## src/rtl/ctx_save_pkg.sv

```systemverilog
package ctx_save_pkg;

  typedef enum logic [3:0] {
    PH_ROOTGEN,
    PH_RANDFILL,
    PH_RANDENC,
    PH_STICKY,
    PH_KEYTAB,
    PH_OIV,
    PH_UIV,
    PH_PATFILL,
    PH_PATENC,
    PH_ROOTSAVE
  } phase_e;

  localparam logic [1:0] OP_KEYGEN  = 2'd0;
  localparam logic [1:0] OP_RANDGEN = 2'd1;
  localparam logic [1:0] OP_PATLOAD = 2'd2;
  localparam logic [1:0] OP_SAVE    = 2'd3;

  localparam logic [1:0] SRC_STICKY = 2'd0;
  localparam logic [1:0] SRC_KEYTAB = 2'd1;
  localparam logic [1:0] SRC_MEM    = 2'd2;
  localparam logic [1:0] SRC_ROOT   = 2'd3;

  localparam logic [1:0] QD_OIV = 2'd2;
  localparam logic [1:0] QD_UIV = 2'd3;

  typedef struct packed {
    logic loadBase;
    logic clrIdx;
    logic incIdx;
  } dp_ctl_t;

endpackage

```

## src/rtl/ctx_save_dp.sv

```systemverilog
module ctx_save_dp
  import ctx_save_pkg::*;
#(
  parameter int SLOTS     = 16,
  parameter int BLK_BYTES = 16,
  parameter int ADDR_W    = 32,
  parameter int LEN_W     = 16
) (
  input  logic                   clk,
  input  logic                   rstN,
  input  dp_ctl_t                ctl,
  input  phase_e                 phase,
  input  logic [ADDR_W-1:0]      baseIn,
  output logic [1:0]             cmdOp,
  output logic [31:0]            cmdWord,
  output logic [ADDR_W-1:0]      cmdAddr,
  output logic [LEN_W-1:0]       cmdLen,
  output logic [BLK_BYTES*8-1:0] cmdData,
  output logic [ADDR_W-1:0]      scratchData,
  output logic                   lastIdx
);
  localparam int SLOT_W = $clog2(SLOTS);
  localparam int IDX_W  = SLOT_W + 1;
  localparam logic [ADDR_W-1:0] BLK_A      = ADDR_W'(BLK_BYTES);
  localparam logic [ADDR_W-1:0] OFF_RAND   = '0;
  localparam logic [ADDR_W-1:0] OFF_STICKY = OFF_RAND + BLK_A;
  localparam logic [ADDR_W-1:0] OFF_KEYS   = OFF_STICKY + BLK_A;
  localparam logic [ADDR_W-1:0] OFF_OIV    = OFF_KEYS + ADDR_W'(2 * SLOTS * BLK_BYTES);
  localparam logic [ADDR_W-1:0] OFF_UIV    = OFF_OIV + ADDR_W'(SLOTS * BLK_BYTES);
  localparam logic [ADDR_W-1:0] OFF_PAT    = OFF_UIV + ADDR_W'(SLOTS * BLK_BYTES);

  logic [ADDR_W-1:0]      baseR;
  logic [IDX_W-1:0]       idx;
  logic [BLK_BYTES*8-1:0] patVal;
  logic [1:0]             src, quad;
  logic [SLOT_W-1:0]      slot;
  logic [ADDR_W-1:0]      off;

  always_ff @(posedge clk) begin
    if (!rstN) begin
      baseR <= '0;
      idx   <= '0;
    end else begin
      if (ctl.loadBase) baseR <= baseIn;
      if (ctl.loadBase || ctl.clrIdx) idx <= '0;
      else if (ctl.incIdx)            idx <= idx + 1'b1;
    end
  end

  for (genvar gi = 0; gi < BLK_BYTES; gi++) begin : g_pat
    assign patVal[gi*8 +: 8] = 8'(gi);
  end

  always_comb begin
    cmdOp  = OP_SAVE;
    src    = SRC_MEM;
    quad   = '0;
    slot   = '0;
    off    = OFF_RAND;
    cmdLen = LEN_W'(BLK_BYTES);
    case (phase)
      PH_ROOTGEN:  cmdOp = OP_KEYGEN;
      PH_RANDFILL: cmdOp = OP_RANDGEN;
      PH_RANDENC:  off = OFF_RAND;
      PH_STICKY: begin src = SRC_STICKY; off = OFF_STICKY; end
      PH_KEYTAB: begin
        src  = SRC_KEYTAB;
        slot = idx[IDX_W-1:1];
        quad = {1'b0, idx[0]};
        off  = OFF_KEYS;
      end
      PH_OIV: begin src = SRC_KEYTAB; slot = idx[SLOT_W-1:0]; quad = QD_OIV; off = OFF_OIV; end
      PH_UIV: begin src = SRC_KEYTAB; slot = idx[SLOT_W-1:0]; quad = QD_UIV; off = OFF_UIV; end
      PH_PATFILL: begin cmdOp = OP_PATLOAD; off = OFF_PAT; end
      PH_PATENC:  off = OFF_PAT;
      PH_ROOTSAVE: begin src = SRC_ROOT; cmdLen = '0; end
      default: ;
    endcase
    cmdWord = '0;
    if (cmdOp == OP_SAVE) begin
      cmdWord[31:30]       = src;
      cmdWord[8 +: SLOT_W] = slot;
      cmdWord[1:0]         = quad;
    end
  end

  always_comb begin
    case (phase)
      PH_KEYTAB:      lastIdx = (idx == IDX_W'(2 * SLOTS - 1));
      PH_OIV, PH_UIV: lastIdx = (idx == IDX_W'(SLOTS - 1));
      default:        lastIdx = 1'b1;
    endcase
  end

  assign cmdAddr     = baseR + off + (ADDR_W'(idx) * BLK_A);
  assign cmdData     = (cmdOp == OP_PATLOAD) ? patVal : '0;
  assign scratchData = baseR;

endmodule

```

## src/rtl/ctx_save_ctrl.sv

```systemverilog
module ctx_save_ctrl
  import ctx_save_pkg::*;
(
  input  logic    clk,
  input  logic    rstN,
  input  logic    startIn,
  input  logic    cmdReady,
  input  logic    rspDone,
  input  logic    rspErr,
  input  logic    lastIdx,
  output phase_e  phase,
  output dp_ctl_t ctl,
  output logic    cmdValid,
  output logic    scratchWe,
  output logic    busyOut,
  output logic    doneOut,
  output logic    errOut
);
  typedef enum logic [2:0] {ST_IDLE, ST_ISSUE, ST_WAIT, ST_SCRATCH, ST_DONE} state_e;

  state_e state;
  logic   errR;
  logic   rspOk;

  assign rspOk = (state == ST_WAIT) && rspDone && !rspErr;

  always_ff @(posedge clk) begin
    if (!rstN) begin
      state <= ST_IDLE;
      phase <= PH_ROOTGEN;
      errR  <= 1'b0;
    end else begin
      case (state)
        ST_IDLE: if (startIn) begin
          state <= ST_ISSUE;
          phase <= PH_ROOTGEN;
          errR  <= 1'b0;
        end
        ST_ISSUE: if (cmdReady) state <= ST_WAIT;
        ST_WAIT: if (rspDone) begin
          if (rspErr) begin
            errR  <= 1'b1;
            state <= ST_DONE;
          end else if (!lastIdx) begin
            state <= ST_ISSUE;
          end else if (phase == PH_PATENC) begin
            phase <= PH_ROOTSAVE;
            state <= ST_SCRATCH;
          end else if (phase == PH_ROOTSAVE) begin
            state <= ST_DONE;
          end else begin
            phase <= phase_e'(phase + 4'd1);
            state <= ST_ISSUE;
          end
        end
        ST_SCRATCH: state <= ST_ISSUE;
        ST_DONE:    state <= ST_IDLE;
        default:    state <= ST_IDLE;
      endcase
    end
  end

  always_comb begin
    ctl.loadBase = (state == ST_IDLE) && startIn;
    ctl.clrIdx   = rspOk && lastIdx;
    ctl.incIdx   = rspOk && !lastIdx;
  end

  assign cmdValid  = (state == ST_ISSUE);
  assign scratchWe = (state == ST_SCRATCH);
  assign busyOut   = (state != ST_IDLE);
  assign doneOut   = (state == ST_DONE);
  assign errOut    = errR;

endmodule

```

## src/rtl/ctx_save_seq.sv

```systemverilog
module ctx_save_seq
  import ctx_save_pkg::*;
#(
  parameter int SLOTS     = 16,
  parameter int BLK_BYTES = 16,
  parameter int ADDR_W    = 32,
  parameter int LEN_W     = 16
) (
  input  logic                   clk,
  input  logic                   rstN,
  input  logic                   startIn,
  input  logic [ADDR_W-1:0]      baseAddrIn,
  output logic                   busyOut,
  output logic                   doneOut,
  output logic                   errOut,
  output logic                   cmdValid,
  input  logic                   cmdReady,
  output logic [1:0]             cmdOp,
  output logic [31:0]            cmdWord,
  output logic [ADDR_W-1:0]      cmdAddr,
  output logic [LEN_W-1:0]       cmdLen,
  output logic [BLK_BYTES*8-1:0] cmdData,
  input  logic                   rspDone,
  input  logic                   rspErr,
  output logic                   scratchWe,
  output logic [ADDR_W-1:0]      scratchData
);
  phase_e  phase;
  dp_ctl_t ctl;
  logic    lastIdx;

  ctx_save_ctrl u_ctrl (
    .clk(clk), .rstN(rstN), .startIn(startIn), .cmdReady(cmdReady),
    .rspDone(rspDone), .rspErr(rspErr), .lastIdx(lastIdx), .phase(phase),
    .ctl(ctl), .cmdValid(cmdValid), .scratchWe(scratchWe), .busyOut(busyOut),
    .doneOut(doneOut), .errOut(errOut)
  );

  ctx_save_dp #(
    .SLOTS(SLOTS), .BLK_BYTES(BLK_BYTES), .ADDR_W(ADDR_W), .LEN_W(LEN_W)
  ) u_dp (
    .clk(clk), .rstN(rstN), .ctl(ctl), .phase(phase), .baseIn(baseAddrIn),
    .cmdOp(cmdOp), .cmdWord(cmdWord), .cmdAddr(cmdAddr), .cmdLen(cmdLen),
    .cmdData(cmdData), .scratchData(scratchData), .lastIdx(lastIdx)
  );

endmodule

```

## config.mk

```make
export PLATFORM = sky130hd
export DESIGN_NAME = ctx_save_seq
export DESIGN_NICKNAME = d
export VERILOG_FILES = /design/src/rtl/ctx_save_pkg.sv /design/src/rtl/ctx_save_dp.sv /design/src/rtl/ctx_save_ctrl.sv /design/src/rtl/ctx_save_seq.sv
export SDC_FILE = /design/constraint.sdc
export NUM_CORES = 1
export LEC_CHECK = 0
export BUFFER_PORTS_ARGS = -buffer_cell sky130_fd_sc_hd__buf_2
export CAP_MARGIN = 20
export CELL_PAD_IN_SITES_DETAIL_PLACEMENT = 0
export CELL_PAD_IN_SITES_GLOBAL_PLACEMENT = 1
export CORE_MARGIN = 10
export CORE_UTILIZATION = 26
export CTS_CLUSTER_SIZE = 40
export DETAILED_ROUTE_END_ITERATION = 7
export PLACE_DENSITY_LB_ADDON = 0.2
export SYNTH_ARGS = -nofsm -noshare
export SYNTH_HDL_FRONTEND = slang
export SYNTH_SLANG_ARGS = --single-unit
```

## constraint.sdc

```tcl
create_clock -name clk -period 3.55 [get_ports clk]
set_clock_uncertainty 0.05 [all_clocks]
set_input_delay 0.5325 -clock clk [delete_from_list [all_inputs] [get_ports clk]]
set_output_delay 0.5325 -clock clk [all_outputs]
set_load 0.02 [all_outputs]
```

# Word level (Yosys, flattened, before mapping)
# Index checks and enable logic that the tools add are counted.
# classes
bitwise_logic	1
add_sub_neg	4
eq_ne	23
reduce_logical	19
muxes	30
# op_table
op	count
$mux W124	1
$pmux W11 S5	1
$add A32 B11 Y32	1
$add A32 B9 Y32	1
$mux W4	7
$mux W3	7
$pmux W2 S3	3
$eq A4 B3 Y1 const B	4
$pmux W4 S2	2
$pmux W3 S4	1
$eq A4 B4 Y1 const B	2
$ne A2 B2 Y1 const B	4
$eq A3 B2 Y1 const B	2
$reduce_and A6 Y1	1
$reduce_or A2 Y1	3
$add A5 B1 Y5 const B	1
$eq A5 B4 Y1 const B	1
$eq A5 B5 Y1 const B	1
$logic_and A1 B1 Y1	5
$mux W5	1
$add A4 B1 Y4 const B	1
$eq A2 B2 Y1 const B	2
$eq A4 B1 Y1 const B	1
$eq A4 B2 Y1 const B	1
other kinds (17)	23
# totals
regBits	45
elab_cells	82
out_inout_bits	247

# Longest topological paths before layout
# logic_depth
word_depth	7
depth_mapped	14
ltp_nobuf	13

# Cells and area by module
# From an unflattened synthesis, not the netlist that was laid out.
# unflattened
cells_unflattened	503
hier_area_um2	4304.1
# modules_own_cells
mod	n_inst	area_each_um2	seq_area_each_um2	cells_each
ctx_save_dp	1	3724.8	740.7	435
ctx_save_ctrl	1	579.3	160.2	68

# Worst setup path after synthesis
# OpenSTA, ideal clock, no wires.
# synth_path
path_type	register -> output
start	register u_ctrl.phase[1]
end	output port cmdAddr[25]
required_ns	2.967
t_arrival_ns	3.445
stages_incl_launch_ff	15
path_slack_ns	-0.478
path_cell_list	dfxtp_1 inv_1 ha_1 clkbuf_1 nor3_2 a21oi_1 nand2_1 nand2_1 fa_1 ha_1 fa_1 a21o_1 a31oi_4 nor4_1 xor2_1
# synth_between
elab_chain_cells	5
word_cells_on_any_way	10
# synth_rtl
element	line_no	source
start, declared	ctx_save_ctrl.sv:11	output phase_e phase,
start signal, assigned	ctx_save_ctrl.sv:52	phase <= phase_e'(phase + 4'd1);
$eq A4 B4 Y1 or $eq A4 B3 Y1 (tied branches)	ctx_save_dp.sv:61	case (phase)
$reduce_or A2 Y1 (no source line)	--	
$pmux W11 S5 (*)	ctx_save_dp.sv:61	
$add A32 B11 Y32 (*)	ctx_save_dp.sv:95	assign cmdAddr = baseR + off + (ADDR_W'(idx) * BLK_A);
$add A32 B9 Y32 (*)	ctx_save_dp.sv:95	
end, declared	ctx_save_seq.sv:20	output logic [ADDR_W-1:0] cmdAddr,
# Every way passes the cells marked *; elsewhere a longest branch is shown, timed or not.

# Worst setup path in the final report
# layout_path
start	register u_ctrl.phase[0]
end	output port cmdAddr[11]
# The elaborated chain is that of the path after synthesis.

==> flow_summary.json <==
{
  "status": "finished, violations left",
  "violations": "negative setup slack",
  "die_y_um": 150,
  "row_count": 47,
  "final_area_um2": 5340,
  "vias": 3739,
  "post-route-period-util": 1.08,
  "nFillCells": 1812,
  "ant_nets": 0,
  "end_kind": "output port",
  "clock-sinks": 45,
  "cts.path.max_buffers": 2,
  "crit_type": "reg -> out",
  "finalHoldViolCount": 0,
  "syn_avg_cell_area_um2": 7.79,
  "ir_drop_mv": 0.183,
  "worstPathRequired_ps": 2970,
  "dpl_cell_area_um2": 4810,
  "tightestPinTransition_ps": 796,
  "start_util": 0.264,
  "synth_area_um2": 4370,
  "drt_iter0_drc": 136,
  "ys_ff_latch": 45,
  "p_leak_nw": 2.82,
  "synthDistinctLibCells": 65,
  "firstDrtPassIters": 4,
  "power_density_nw_per_um2": 284,
  "hold_class": "reg -> reg",
  "clock.fmax_ghz": 0.260,
  "fin_nets": 749,
  "cts_made_buffers": 5,
  "drt-total-wl_um": 14300,
  "ios": 285,
  "min_period_ps": 3850,
  "grt_pass1_wl_um": 21100,
  "cts_tree": "built",
  "drc_errors": 0,
  "start_kind": "flip-flop",
  "synth_edf_count": 0,
  "die_w_um": 150,
  "ys.flop_type": "dfxtp_1",
  "ys_async_sr_fraction": 0,
  "clk_pin_slew_ps": 70,
  "gp_congestion": 0.772,
  "grt_pass1_vias": 3960,
  "diodes": 0,
  "synth_warnings": 0,
  "setup_slack_ps": -296,
  "area_delta_synth_final_pct": 22.1,
  "grt_max_degree": 47,
  "port_buffers": 149,
  "arrival_ps": 3260,
  "hold_slack_ps": 434,
  "dpl.hpwl_um": 11300,
  "rsz0062_at_grt": "true",
  "netlist_instances": 561,
  "wire_per_inst_um": 15.7,
  "antenna_found_initial": 1,
  "drv_slew": 0,
  "htree_levels": 2,
  "cts-root-buf": "clkbuf_16",
  "die-area_um2": 22400,
  "drive_gt1_frac": 0.350,
  "via_per_inst": 4.10,
  "gr-total-overflow": 0,
  "setup-violations-final": 23,
  "slew_headroom": 0.470,
  "path_max_fanout": 4,
  "track_usage": 0.116,
  "clk_latency_ps": 290,
  "coreArea_um2": 16500,
  "maxCapViolCount": 0,
  "synth.yosys.seq_area_share": 0.206
}
-- per-layer routing --
layer,vias up,part of all wire,global-route usage
met5,-,0.00049,0
met4,2,0.011,0.0282
met3,12,0.081,0.0311
met2,160,0.51,0.214
met1,1742,0.40,0.129
li1,1823,-,-
-- power by group --
group | switching, mW | internal [mW]
Clock | 0.223 | 0.265
Sequential | 0.0396 | 0.532
Combinational | 0.332 | 0.122
Total | 0.594 | 0.919
-- cell families (layout without fill, tap and decap cells) --
logic type | Yosys count | in the layout | share of synthesized area
adders and majority gates | 20 | 20 | 0.0641
xor gates and xnor gates | 25 | 25 | 0.0501
and+or+nand+nor | 174 | 174 | 0.201
muxes | 3 | 3 | 0.00716
buffers and inverters | 210 | 207 | 0.333
other | 1 | 135 | 0.000858
AOI/OAI and AO/OA | 83 | 83 | 0.138
DFF | 45 | 45 | 0.206
-- final cells by class --
type	instances	area, um^2	share of cell area
multi-input cells	440	2820	0.528
well taps	220	275	0.0516
repair buffers	182	1120	0.209
flip-flops and latches	45	908	0.170
inverters	17	68.8	0.0129
clock buffers	5	125	0.0234
clock inverters	3	25.0	0.00469
-- stage by stage --
step	setup slack (ps)	setup TNS [ps]	total power, mW	util	instances
detailed placement	-139	-812	1.02	0.291	896
floorplan	-178	-1660	1.01	-	695
finish	-296	-4400	1.51	0.323	912
global placement	-59.5	-135	1.02	0.291	896
CTS	-273	-4300	1.53	0.312	908
global route	-432	-7730	1.60	0.323	912
-- critical path, cell delays in order (launching register included) --
cell,delay [ps]
dfxtp_4,390
inv_4,60
ha_4,170
nor3_4,160
a21oi_1,80
nand2_1,90
nand2_2,60
fa_2,440
ha_4,180
fa_2,340
buf_4,140
buf_6,100
buf_6,100
a21oi_2,140
o21ai_2,70
a21oi_2,150
xnor2_1,130
buf_4,170
-- what timing repair did --
item / 4_1_cts / 5_1_grt
endpoints found under the setup margin: 23 / 24
hold buffers: 0 / 0
setup buffers: 4 / 3
resized for setup: 42 / 25
cloned: 0 / 1
hold endpoints to repair: 0 / 0
pin swaps: 6 / 12
-- state kept, by name (all words and copies together), names as in the netlist --
signal / count
u_dp.scratchData: 32
u_dp.idx: 5
u_ctrl.phase: 4
u_ctrl.state: 3
u_ctrl.errOut: 1
-- path summary, 6_finish.rpt --
path	from	to	slack, ps	depth (start not counted)
hold / removal	u_dp.scratchData[4]$_SDFFE_PN0P_	u_dp.scratchData[4]$_SDFFE_PN0P_	430	2
setup / recovery	u_ctrl.phase[0]$_SDFFE_PN0P_	cmdAddr[11]	-300	17
hold reg to reg	u_dp.scratchData[4]$_SDFFE_PN0P_	u_dp.scratchData[4]$_SDFFE_PN0P_	430	2
setup reg to reg	u_ctrl.state[1]$_SDFFE_PN0P_	u_ctrl.phase[0]$_SDFFE_PN0P_	1550	4
-- layout by cell type, fill, tap and decap left out, drive strengths merged, types with 5 or more instances in the layout --
cell | Yosys | layout
a21boi | 33 | 33
a21oi | 16 | 16
a22oi | 5 | 5
buf | 179 | 181
clkbuf | 14 | 6
conb | 1 | 135
dfxtp | 45 | 45
ha | 16 | 16
inv | 17 | 18
nand2 | 83 | 83
nand3 | 16 | 16
nand4 | 6 | 6
nor2 | 18 | 18
nor3 | 13 | 13
nor3b | 5 | 5
nor4 | 9 | 9
o21ai | 9 | 9
xnor2 | 6 | 6
xor2 | 19 | 19
-- cells in the mapped netlist (2+ instances only) --
master | number | share of area
buf_4 | 171 | 0.29
nand2_1 | 83 | 0.071
dfxtp_1 | 45 | 0.21
a21boi_0 | 32 | 0.055
xor2_1 | 19 | 0.038
nor2_1 | 18 | 0.015
inv_1 | 17 | 0.015
ha_1 | 16 | 0.046
nand3_1 | 16 | 0.018
a21oi_1 | 15 | 0.017
clkbuf_1 | 13 | 0.011
nor3_1 | 11 | 0.013
nor4_1 | 8 | 0.011
o21ai_0 | 7 | 0.0080
buf_2 | 6 | 0.0069
xnor2_1 | 6 | 0.012
nand4_1 | 5 | 0.0072
nor3b_1 | 5 | 0.0086
a22oi_1 | 4 | 0.0069
fa_1 | 4 | 0.018
a21o_1 | 3 | 0.0052
and3_1 | 3 | 0.0043
nand3b_1 | 3 | 0.0052
or2_2 | 3 | 0.0043
and4_1 | 2 | 0.0040
buf_6 | 2 | 0.0052
mux2i_1 | 2 | 0.0046
nand2b_1 | 2 | 0.0029
nor2b_1 | 2 | 0.0029
o21a_1 | 2 | 0.0034
o21ai_1 | 2 | 0.0023
(Power assumes the default switching activity.)
